## config.mk

```make
export PLATFORM = sky130hd
export DESIGN_NAME = biquad_interp
export DESIGN_NICKNAME = d
export VERILOG_FILES = /design/src/rtl/biq_pkg.sv /design/src/rtl/frame_timer.sv /design/src/rtl/biq_section.sv /design/src/rtl/biquad_interp.sv
export SDC_FILE = /design/constraint.sdc
export NUM_CORES = 2
export LEC_CHECK = 0
export ABC_AREA = 1
export BUFFER_PORTS_ARGS = -buffer_cell sky130_fd_sc_hd__buf_2
export CORE_MARGIN = 2
export CORE_UTILIZATION = 50
export DETAILED_ROUTE_END_ITERATION = 6
export PLACE_DENSITY_LB_ADDON = 0.3
export RECOVER_POWER = 100
export SLEW_MARGIN = 20
export SYNTH_ARGS = -nofsm -noshare
export SYNTH_HDL_FRONTEND = slang
export SYNTH_SLANG_ARGS = --single-unit
```

## constraint.sdc

```tcl
create_clock -name clk -period 29.2 [get_ports clk]
set_input_delay 4.38 -clock clk [delete_from_list [all_inputs] [get_ports clk]]
set_output_delay 4.38 -clock clk [all_outputs]
set_load 0.01 [all_outputs]
```

## src/rtl/biq_pkg.sv

```systemverilog
package biq_pkg;
  localparam int TAPS = 5;
  typedef logic [2:0] tap_t;
  localparam tap_t LAST_TAP = tap_t'(TAPS - 1);
endpackage

```

## src/rtl/frame_timer.sv

```systemverilog
module frame_timer #(
  parameter int DIV = 10
) (
  input  logic clk,
  input  logic rst,
  output logic tick
);
  localparam int CNT_W = (DIV > 1) ? $clog2(DIV) : 1;
  localparam logic [CNT_W-1:0] TOP = CNT_W'(DIV - 1);

  logic [CNT_W-1:0] cnt_q;

  always_ff @(posedge clk) begin
    if (rst) cnt_q <= '0;
    else if (cnt_q == TOP) cnt_q <= '0;
    else cnt_q <= cnt_q + 1'b1;
  end

  assign tick = (cnt_q == TOP);
endmodule

```

## src/rtl/biq_section.sv

```systemverilog
module biq_section
  import biq_pkg::*;
#(
  parameter int S_W    = 24,
  parameter int COEF_W = 18,
  parameter int CF     = 14,
  parameter int COEFS [TAPS] = '{0, 0, 0, 0, 0}
) (
  input  logic                  clk,
  input  logic                  rst,
  input  logic                  start,
  input  logic signed [S_W-1:0] x_in,
  output logic signed [S_W-1:0] y_out,
  output logic                  done
);
  localparam int ACC_W = S_W + COEF_W + 3;
  localparam logic signed [ACC_W-1:0] HALF =
    {{(ACC_W-CF){1'b0}}, 1'b1, {(CF-1){1'b0}}};
  localparam logic signed [ACC_W-1:0] SMAX =
    {{(ACC_W-S_W+1){1'b0}}, {(S_W-1){1'b1}}};
  localparam logic signed [ACC_W-1:0] SMIN =
    {{(ACC_W-S_W+1){1'b1}}, {(S_W-1){1'b0}}};

  logic signed [S_W-1:0]    xa_q, xb_q, xc_q, ya_q, yb_q;
  logic signed [ACC_W-1:0]  acc_q;
  tap_t                     step_q;
  logic                     busy_q;

  logic signed [S_W-1:0]    opnd;
  logic signed [COEF_W-1:0] coef;
  logic signed [ACC_W-1:0]  prod, sum, rnd, ysat;

  // operand/coefficient selection for the shared multiplier
  always_comb begin
    case (step_q)
      3'd0:    begin opnd = xa_q; coef = COEF_W'(COEFS[0]); end
      3'd1:    begin opnd = xb_q; coef = COEF_W'(COEFS[1]); end
      3'd2:    begin opnd = xc_q; coef = COEF_W'(COEFS[2]); end
      3'd3:    begin opnd = ya_q; coef = COEF_W'(COEFS[3]); end
      3'd4:    begin opnd = yb_q; coef = COEF_W'(COEFS[4]); end
      default: begin opnd = '0;   coef = '0;                 end
    endcase
    prod = ACC_W'(coef) * ACC_W'(opnd);
    sum  = (step_q >= 3'd3) ? acc_q - prod : acc_q + prod;
    rnd  = (sum + HALF) >>> CF;
    if (rnd > SMAX)      ysat = SMAX;
    else if (rnd < SMIN) ysat = SMIN;
    else                 ysat = rnd;
  end

  always_ff @(posedge clk) begin
    if (rst) begin
      xa_q <= '0; xb_q <= '0; xc_q <= '0;
      ya_q <= '0; yb_q <= '0;
      acc_q <= '0; step_q <= '0; busy_q <= 1'b0; done <= 1'b0;
    end else begin
      done <= 1'b0;
      if (start) begin
        xa_q   <= x_in;
        acc_q  <= '0;
        step_q <= '0;
        busy_q <= 1'b1;
      end else if (busy_q) begin
        if (step_q == LAST_TAP) begin
          ya_q   <= ysat[S_W-1:0];
          yb_q   <= ya_q;
          xb_q   <= xa_q;
          xc_q   <= xb_q;
          busy_q <= 1'b0;
          done   <= 1'b1;
        end else begin
          acc_q  <= sum;
          step_q <= step_q + 1'b1;
        end
      end
    end
  end

  assign y_out = ya_q;
endmodule

```

## src/rtl/biquad_interp.sv

```systemverilog
module biquad_interp #(
  parameter int IN_W   = 16,
  parameter int OUT_W  = 16,
  parameter int S_W    = 24,
  parameter int SF     = 6,
  parameter int COEF_W = 18,
  parameter int CF     = 14,
  parameter int DIV    = 10,
  parameter int SEC0_C [5] = '{82, 164, 82, -29491, 13435},
  parameter int SEC1_C [5] = '{164, 327, 164, -27853, 12124}
) (
  input  logic                   clk,
  input  logic                   rst,
  input  logic                   in_valid,
  input  logic signed [IN_W-1:0] in_sample,
  output logic                   out_valid,
  output logic signed [OUT_W-1:0] out_sample
);
  localparam int NSEC = 2;
  localparam logic signed [S_W:0] HALF_O =
    {{(S_W+1-SF){1'b0}}, 1'b1, {(SF-1){1'b0}}};
  localparam logic signed [S_W:0] OMAX =
    {{(S_W-OUT_W+2){1'b0}}, {(OUT_W-1){1'b1}}};
  localparam logic signed [S_W:0] OMIN =
    {{(S_W-OUT_W+2){1'b1}}, {(OUT_W-1){1'b0}}};

  logic signed [IN_W-1:0] hold_q;
  logic                   tick;
  logic signed [S_W-1:0]  x_scaled;
  logic signed [S_W-1:0]  y_v    [NSEC];
  logic                   done_v [NSEC];
  logic signed [S_W:0]    o_rnd;
  logic signed [OUT_W-1:0] o_sat;

  always_ff @(posedge clk) begin
    if (rst) hold_q <= '0;
    else if (in_valid) hold_q <= in_sample;
  end

  frame_timer #(.DIV(DIV)) u_timer (.clk(clk), .rst(rst), .tick(tick));

  assign x_scaled = {{(S_W-IN_W-SF){hold_q[IN_W-1]}}, hold_q, {SF{1'b0}}};

  for (genvar g = 0; g < NSEC; g++) begin : g_sec
    if (g == 0) begin : g_first
      biq_section #(.S_W(S_W), .COEF_W(COEF_W), .CF(CF), .COEFS(SEC0_C)) u_sec (
        .clk(clk), .rst(rst), .start(tick), .x_in(x_scaled),
        .y_out(y_v[g]), .done(done_v[g]));
    end else begin : g_next
      biq_section #(.S_W(S_W), .COEF_W(COEF_W), .CF(CF), .COEFS(SEC1_C)) u_sec (
        .clk(clk), .rst(rst), .start(tick), .x_in(y_v[g-1]),
        .y_out(y_v[g]), .done(done_v[g]));
    end
  end

  always_comb begin
    o_rnd = ($signed({y_v[NSEC-1][S_W-1], y_v[NSEC-1]}) + HALF_O) >>> SF;
    if (o_rnd > OMAX)      o_sat = OMAX[OUT_W-1:0];
    else if (o_rnd < OMIN) o_sat = OMIN[OUT_W-1:0];
    else                   o_sat = o_rnd[OUT_W-1:0];
  end

  always_ff @(posedge clk) begin
    if (rst) begin
      out_valid  <= 1'b0;
      out_sample <= '0;
    end else begin
      out_valid <= done_v[NSEC-1];
      if (done_v[NSEC-1]) out_sample <= o_sat;
    end
  end
endmodule

```

After elaboration in Yosys (flattened, before gate mapping)
Index checks and enable logic that the tools add are counted.
{"block": "totals", "n_memories": 0, "reg_bits": 352, "latch_bits": 0, "output_inout_bits": 17, "inputBits": 19, "word_cells": 83, "romBits": 0, "ramBits": 0}
{"block": "op_classes", "div_mod_pow": 0, "mux": 19, "n_reduce_logical": 10, "bitwise_logic": 4, "mul": 2, "magnitude_cmp": 8, "shift": 0, "eq_ne": 9, "n_addsub": 10}
{"operator": "24-bit case mux with 5 select lines", "n": 2}
{"operator": "18-bit case mux with 4 select lines", "n": 2}
{"operator": "24-bit 2-to-1 mux", "n": 4}
{"operator": "45-bit by 15-bit adder with 45-bit output, second input constant", "n": 2}
{"operator": "45-bit adder", "n": 2}
{"operator": "45-bit 2-to-1 mux", "n": 2}
{"operator": "45-bit subtractor", "n": 2}
{"operator": "18-bit by 24-bit multiplier with 42-bit output", "n": 2}
{"operator": "31-bit by 24-bit > comparator with 1-bit output, second input constant", "n": 2}
{"operator": "31-bit by 24-bit less-than comparator with 1-bit output, second input constant", "n": 2}
{"operator": "16-bit 2-to-1 mux", "n": 2}
{"operator": "24-bit by 7-bit adder with 25-bit output, second input constant", "n": 1}
{"operator": "19-bit by 16-bit > comparator with 1-bit output, second input constant", "n": 1}
{"operator": "19-bit by 16-bit less-than comparator with 1-bit output, second input constant", "n": 1}
{"operator": "3-bit by 2-bit equality test with 1-bit output, second input constant", "n": 4}
{"operator": "1-bit 2-to-1 mux", "n": 7}
{"operator": "3-bit by 1-bit adder with 3-bit output, second input constant", "n": 2}
{"operator": "3-bit by 1-bit equality test with 1-bit output, second input constant", "n": 2}
{"operator": "3-bit equality test, second input constant", "n": 2}
{"operator": "3-bit by 2-bit >= comparator with 1-bit output, second input constant", "n": 2}
{"operator": "3-bit zero test", "n": 2}
{"operator": "3-bit AND reduction", "n": 2}
{"operator": "2-bit OR reduction", "n": 3}
{"operator": "4-bit by 1-bit adder with 4-bit output, second input constant", "n": 1}
{"operator": "other kinds (4)", "n": 8}

Depth between registers and ports, before layout
{"block": "depth", "ltp_word": 10, "mapped_depth": 68, "ltp_nobuf": 66}

By module
Synthesis repeated with hierarchy kept, for this count alone.
{"block": "unflattened", "hier_cells": 8477, "hier_area_um2": 57794.2}
{"mod": "biq_section at g_sec[1].g_next.u_sec", "seq_area_each_um2": 3403.3, "n_inst": 1, "cells_per_inst": 4142, "area_per_inst_um2": 28285.9}
{"mod": "biq_section at g_sec[0].g_first.u_sec", "seq_area_each_um2": 3403.3, "n_inst": 1, "cells_per_inst": 4044, "area_per_inst_um2": 27517.6}
{"mod": "biquad_interp", "seq_area_each_um2": 660.6, "n_inst": 1, "cells_per_inst": 269, "area_per_inst_um2": 1809.2}
{"mod": "frame_timer", "seq_area_each_um2": 80.1, "n_inst": 1, "cells_per_inst": 22, "area_per_inst_um2": 181.4}

Worst setup path after synthesis
Ideal clock, no wire load.
{"block": "synth_timing", "kind": "reg2reg", "start": "register g_sec[1].g_next.u_sec.step_q[0]", "end": "register g_sec[1].g_next.u_sec.ya_q[11]", "path_buffers": 5, "path_stages_with_launch": 57, "required_ps": 29078, "setup_time_ps": 122, "period_less_slack_ps": 10233, "slack_ps": 18967, "t_arrival_ps": 10111, "cell_sequence": "dfxtp_1 ha_1 ha_1 clkbuf_1 inv_1 clkbuf_1 clkbuf_1 o21ai_0 a221oi_1 and2_1 clkbuf_1 nor2_1 fa_1 inv_1 fa_1 fa_1 inv_1 fa_1 (+21 left out) a21o_1 o21ai_0 nand2_1 a21oi_1 nand3_1 nand2_1 nand2_1 nor2_1 nand2_1 nor2_1 nand3_1 nand2_1 nand2_1 nor2_1 nand3_1 a31oi_4 buf_6 a21oi_2"}
{"block": "synth_between", "elab_chain_cells": 10, "word_cells_on_any_way": 19, "classes_between": "add/sub (3); mul (1); order compare (3); eq/ne (4); mux (5); reduce/logical (3)"}
{"element": "start, declared", "line_no": "biq_section.sv:26", "source": "tap_t step_q;"}
{"element": "start signal, assigned", "line_no": "biq_section.sv:73", "source": "step_q <= step_q + 1'b1;"}
{"element": "3-bit by 2-bit equality test with 1-bit output / 3-bit zero test (equally long branches)", "line_no": "biq_section.sv:35", "source": "case (step_q)"}
{"element": "2-bit OR reduction (no source line)"}
{"element": "18-bit case mux with 4 select lines", "line_no": "biq_section.sv:35"}
{"element": "18-bit by 24-bit multiplier with 42-bit output", "line_no": "biq_section.sv:43", "source": "prod = ACC_W'(coef) * ACC_W'(opnd);"}
{"element": "45-bit adder / 45-bit subtractor (equally long branches)", "line_no": "biq_section.sv:44", "source": "sum = (step_q >= 3'd3) ? acc_q - prod : acc_q + prod;"}
{"element": "45-bit 2-to-1 mux", "line_no": "biq_section.sv:44"}
{"element": "45-bit by 15-bit adder with 45-bit output", "line_no": "biq_section.sv:45", "source": "rnd = (sum + HALF) >>> CF;"}
{"element": "31-bit by 24-bit less-than comparator with 1-bit output", "line_no": "biq_section.sv:47", "source": "else if (rnd < SMIN) ysat = SMIN;"}
{"element": "24-bit 2-to-1 mux", "line_no": "biq_section.sv:47"}
{"element": "24-bit 2-to-1 mux", "line_no": "biq_section.sv:46", "source": "if (rnd > SMAX) ysat = SMAX;"}
{"element": "end signal, assigned", "line_no": "biq_section.sv:65", "source": "ya_q <= ysat[S_W-1:0];"}
{"element": "end, declared", "line_no": "biq_section.sv:24", "source": "logic signed [S_W-1:0] xa_q, xb_q, xc_q, ya_q, yb_q;"}
Several ways; a longest one is shown, not always the timed one.
A chain may end at the register's enable or synchronous reset.

Final worst setup path
{"block": "layout_timing", "start": "register g_sec[1].g_next.u_sec.step_q[0]", "end": "register g_sec[1].g_next.u_sec.ya_q[2]"}
The elaborated chain is that of the path after synthesis.

==> metrics.cfg <==
[worst_setup_path]
worstPathArrival_ns = 18.45
reg2reg_from = g_sec[1].g_next.u_sec.step_q[0]
crit_fanout = 27
worst_path_most_repeated_cell = nand2_1
path_buf_inv = 11
path_delay_family = simple AND/OR/NAND/NOR gates
reg2reg_slack_ns = 11.06
endpoint = g_sec[1].g_next.u_sec.y_out[2]
end_kind = register
cp-start-kind = register
crit_path_top_delay_cell = a31oi_1
crit_start = g_sec[1].g_next.u_sec.step_q[0]
cp.depth = 54
cp_slowest_stage_delay_ns = 1.93
cp_data_required_time_ns = 29.52
worstRegToRegCells = 54
worstSetupPathType = reg -> reg
rr_endpoint = g_sec[1].g_next.u_sec.y_out[2]

[global_route]
grt_pass1_wl_mm = 287.4
grt_overflow = 0
grt_antenna_before_repair = 1
grt-busiest-layer = met2
grt_pass1_vias = 50363
grt_use_total_pct = 31.94
gr-usage-met1_pct = 42.22
grt_use_met2_pct = 53.63
met3_usage_pct = 3.500
grt_max_degree = 174

[cts]
numCtsBuffers = 41
tritoncts = yes
insertion_delay_ns = 0.63
clockBufferDepth = 3
path_clk_slew_ns = 0.06
cts_sinks = 352
cts_hold_buf = 0
cts.repair.resized = 0
root_buffer = clkbuf_16
postCtsSetupBuffers = 0
cts_max_level = 2

[die]
num_rows = 122
die_h_um = 339.2
die_w_um = 339.2
dieArea_um2 = 115000
start_util_pct = 50.55
ios = 36
core_region_area_um2 = 111100

[timing]
hold_viol = 0
slew_violations = 439
setup_violations = 0
rsz0062_at_grt = false
tightest_slew_ns = 4.390
clock.fmax_mhz = 55.14
hold_slack_ns = 0.4664
fin_crit_ns = 18.14
slew_headroom_pct = -192.7
finClkSkew_ns = 0.07016
fin_crit_sh_pct = 62.11
fin_tns_setup_ns = 0

[placement]
gp_congestion = 1.019
dp_hpwl_mm = 155.6
io_buffers = 35

[route]
drc = 0
drt-pass1-iter-count = 6
drt-total-wl_mm = 183.7
drt_iter0_markers = 4237
wl_per_cell_um = 18.79
ant_nets = 0
vias_per_cell = 5.226
vias = 51106

[pwr]
ir_drop_mv = 0.05538
p_leak_nw = 33.20
power.density_nw_per_um2 = 36.21

[finish]
fin_nets = 9423
utilization_pct = 53.23
drive_above_1_share_pct = 2.786
fillCellCount = 11296
syn_to_final_growth_pct = 5.297

[hold_path]
hold_class = reg -> reg

[yosys]
synth_top_area_share_pct = 26.16
synthMuxAreaShare_pct = 0
ys.flop_type = dfxtp_1
synth_xor_area_share_pct = 2.688
ys_ff_latch = 352
synth_cell_types = 58
synth_top_family_by_area = adder cells
yosysSeqAreaShare_pct = 12.54
synth_edf_count = 0
synth_fa_ha_area_share_pct = 35.29
yosys.area.top_type = fa_1
synthCells = 8328
netlist_top_cells_area = fa_1 (26%), inv_1 (14%), nand2_1 (13%)
avgSynthCellArea_um2 = 6.745
async_reset_ff_share_pct = 0
syn_area_um2 = 56170
yosysWarnings = 0
synth_simple_gate_area_share_pct = 26.35
syn_nets = 9491
synth_compound_area_share_pct = 7.932
synthTopCellsByCount = inv_1 (2053), nand2_1 (1887), nor2_1 (1132), fa_1 (734), ha_1 (410)
yosysMostFrequentCell = inv_1

[status]
status = complete, but fails checks
violations = max-capacitance violations, max-slew violations

[flow_run]
maxCapViolCount = 9

how the worst min path moves through the flow:
stage                                     startpoint                               end  slack [ns]  cells after the start
floorplan                           u_timer.cnt_q[0]                  u_timer.cnt_q[0]        0.43                      1
global placement                    u_timer.cnt_q[0]                  u_timer.cnt_q[0]        0.45                      1
detailed placement    g_sec[1].g_next.u_sec.y_out[0]    g_sec[1].g_next.u_sec.y_out[0]        0.46                      2
CTS                   g_sec[1].g_next.u_sec.y_out[0]     g_sec[1].g_next.u_sec.yb_q[0]        0.47                      2
global route          g_sec[1].g_next.u_sec.y_out[0]     g_sec[1].g_next.u_sec.yb_q[0]        0.49                      2
finish              g_sec[0].g_first.u_sec.y_out[23]  g_sec[0].g_first.u_sec.y_out[23]        0.47                      2
final cells by class:
cell class	count	area (µm²)	share of cell area, %
timing repair buffer	75	434.2	0.7340
antenna	1	2.502	0.004231
clock inverter	25	341.6	0.5775
tap	1488	1862	3.148
inverter	2073	7782	13.16
sequential	352	7047	11.91
clock buffer	49	1096	1.853
multi-input combinational	5717	40580	68.61
state kept, by name (all words and copies together) (netlist names), 24 cells and up:
signal and count:
g_sec.g_next.u_sec.xc_q 24, g_sec.g_next.u_sec.yb_q 24, g_sec.g_next.u_sec.y_out 24, g_sec.g_next.u_sec.xa_q 24, g_sec.g_next.u_sec.xb_q 24, g_sec.g_first.u_sec.yb_q 24, g_sec.g_next.u_sec.acc_q 45, g_sec.g_first.u_sec.y_out 24
g_sec.g_first.u_sec.acc_q 45
cells by family after synthesis:
kind of cell               count (synthesis)
AOI/OAI and AO/OA                        795
xor gates and xnor gates                 169
adders and majority gates               1144
buffers and inverters                   2259
DFF                                      352
and+or+nand+nor                         3609
cells in the final DEF (no fill, tap or decap), types with 8 or more instances in the layout:
master and count:
clkinv_1 10, nor3_1 50, buf_4 35, nor4_1 15
inv_2 10, inv_1 2052, or2_2 11, nand4_1 110
nand3b_1 20, clkbuf_16 41, a221oi_1 16, nor2_2 13
ha_1 410, o22ai_1 8, nand3_2 17, o21ai_0 377
a21oi_2 21, clkbuf_1 27, fa_1 734, a21oi_1 257
nor2_1 1129, o211ai_1 61, nand3_1 296, o21bai_1 15
dfxtp_1 352, xnor2_1 48, a22o_1 12, xor2_1 118
and2_1 20, nand2_1 1888, buf_2 17
worst reg2reg max path: cells and delay by family (launching register included):
kind            cells  cell delay, ns
simple gates       28            5.91
xor+xnor            1            0.21
buf+inv            11            4.77
fa+ha+maj           9            3.98
flops               1            0.40
compound gates      5            2.59
per-stage QoR:
| step | total power, mW | setup slack [ns] | cells | instance area [µm²] |
|---|---|---|---|---|
| finish | 2.142 | 11.06 | 9780 | 59150 |
| global route | 2.268 | 10.34 | 9779 | 59150 |
| CTS | 2.127 | 15.52 | 9778 | 59240 |
| detailed placement | 1.561 | 15.65 | 9704 | 57800 |
| global placement | 1.567 | 15.08 | 9704 | 57800 |
| floorplan | 1.261 | 18.97 | 8328 | 56170 |
power breakdown:
part	internal [mW]	switching, mW
logic	0.272	0.820
registers	0.482	0.00174
clock network	0.319	0.248
total	1.07	1.07
layer usage:
| metal | routed length (µm) | vias up | share of wire (%) |
|---|---|---|---|
| met4 | 8285 | 2 | 4.5 |
| met2 | 86570 | 1719 | 47 |
| met5 | 13 | - | 0.0071 |
| li1 | - | 24792 | - |
| met1 | 77390 | 24258 | 42 |
| met3 | 11480 | 335 | 6.2 |
(Power assumes the default switching activity.)
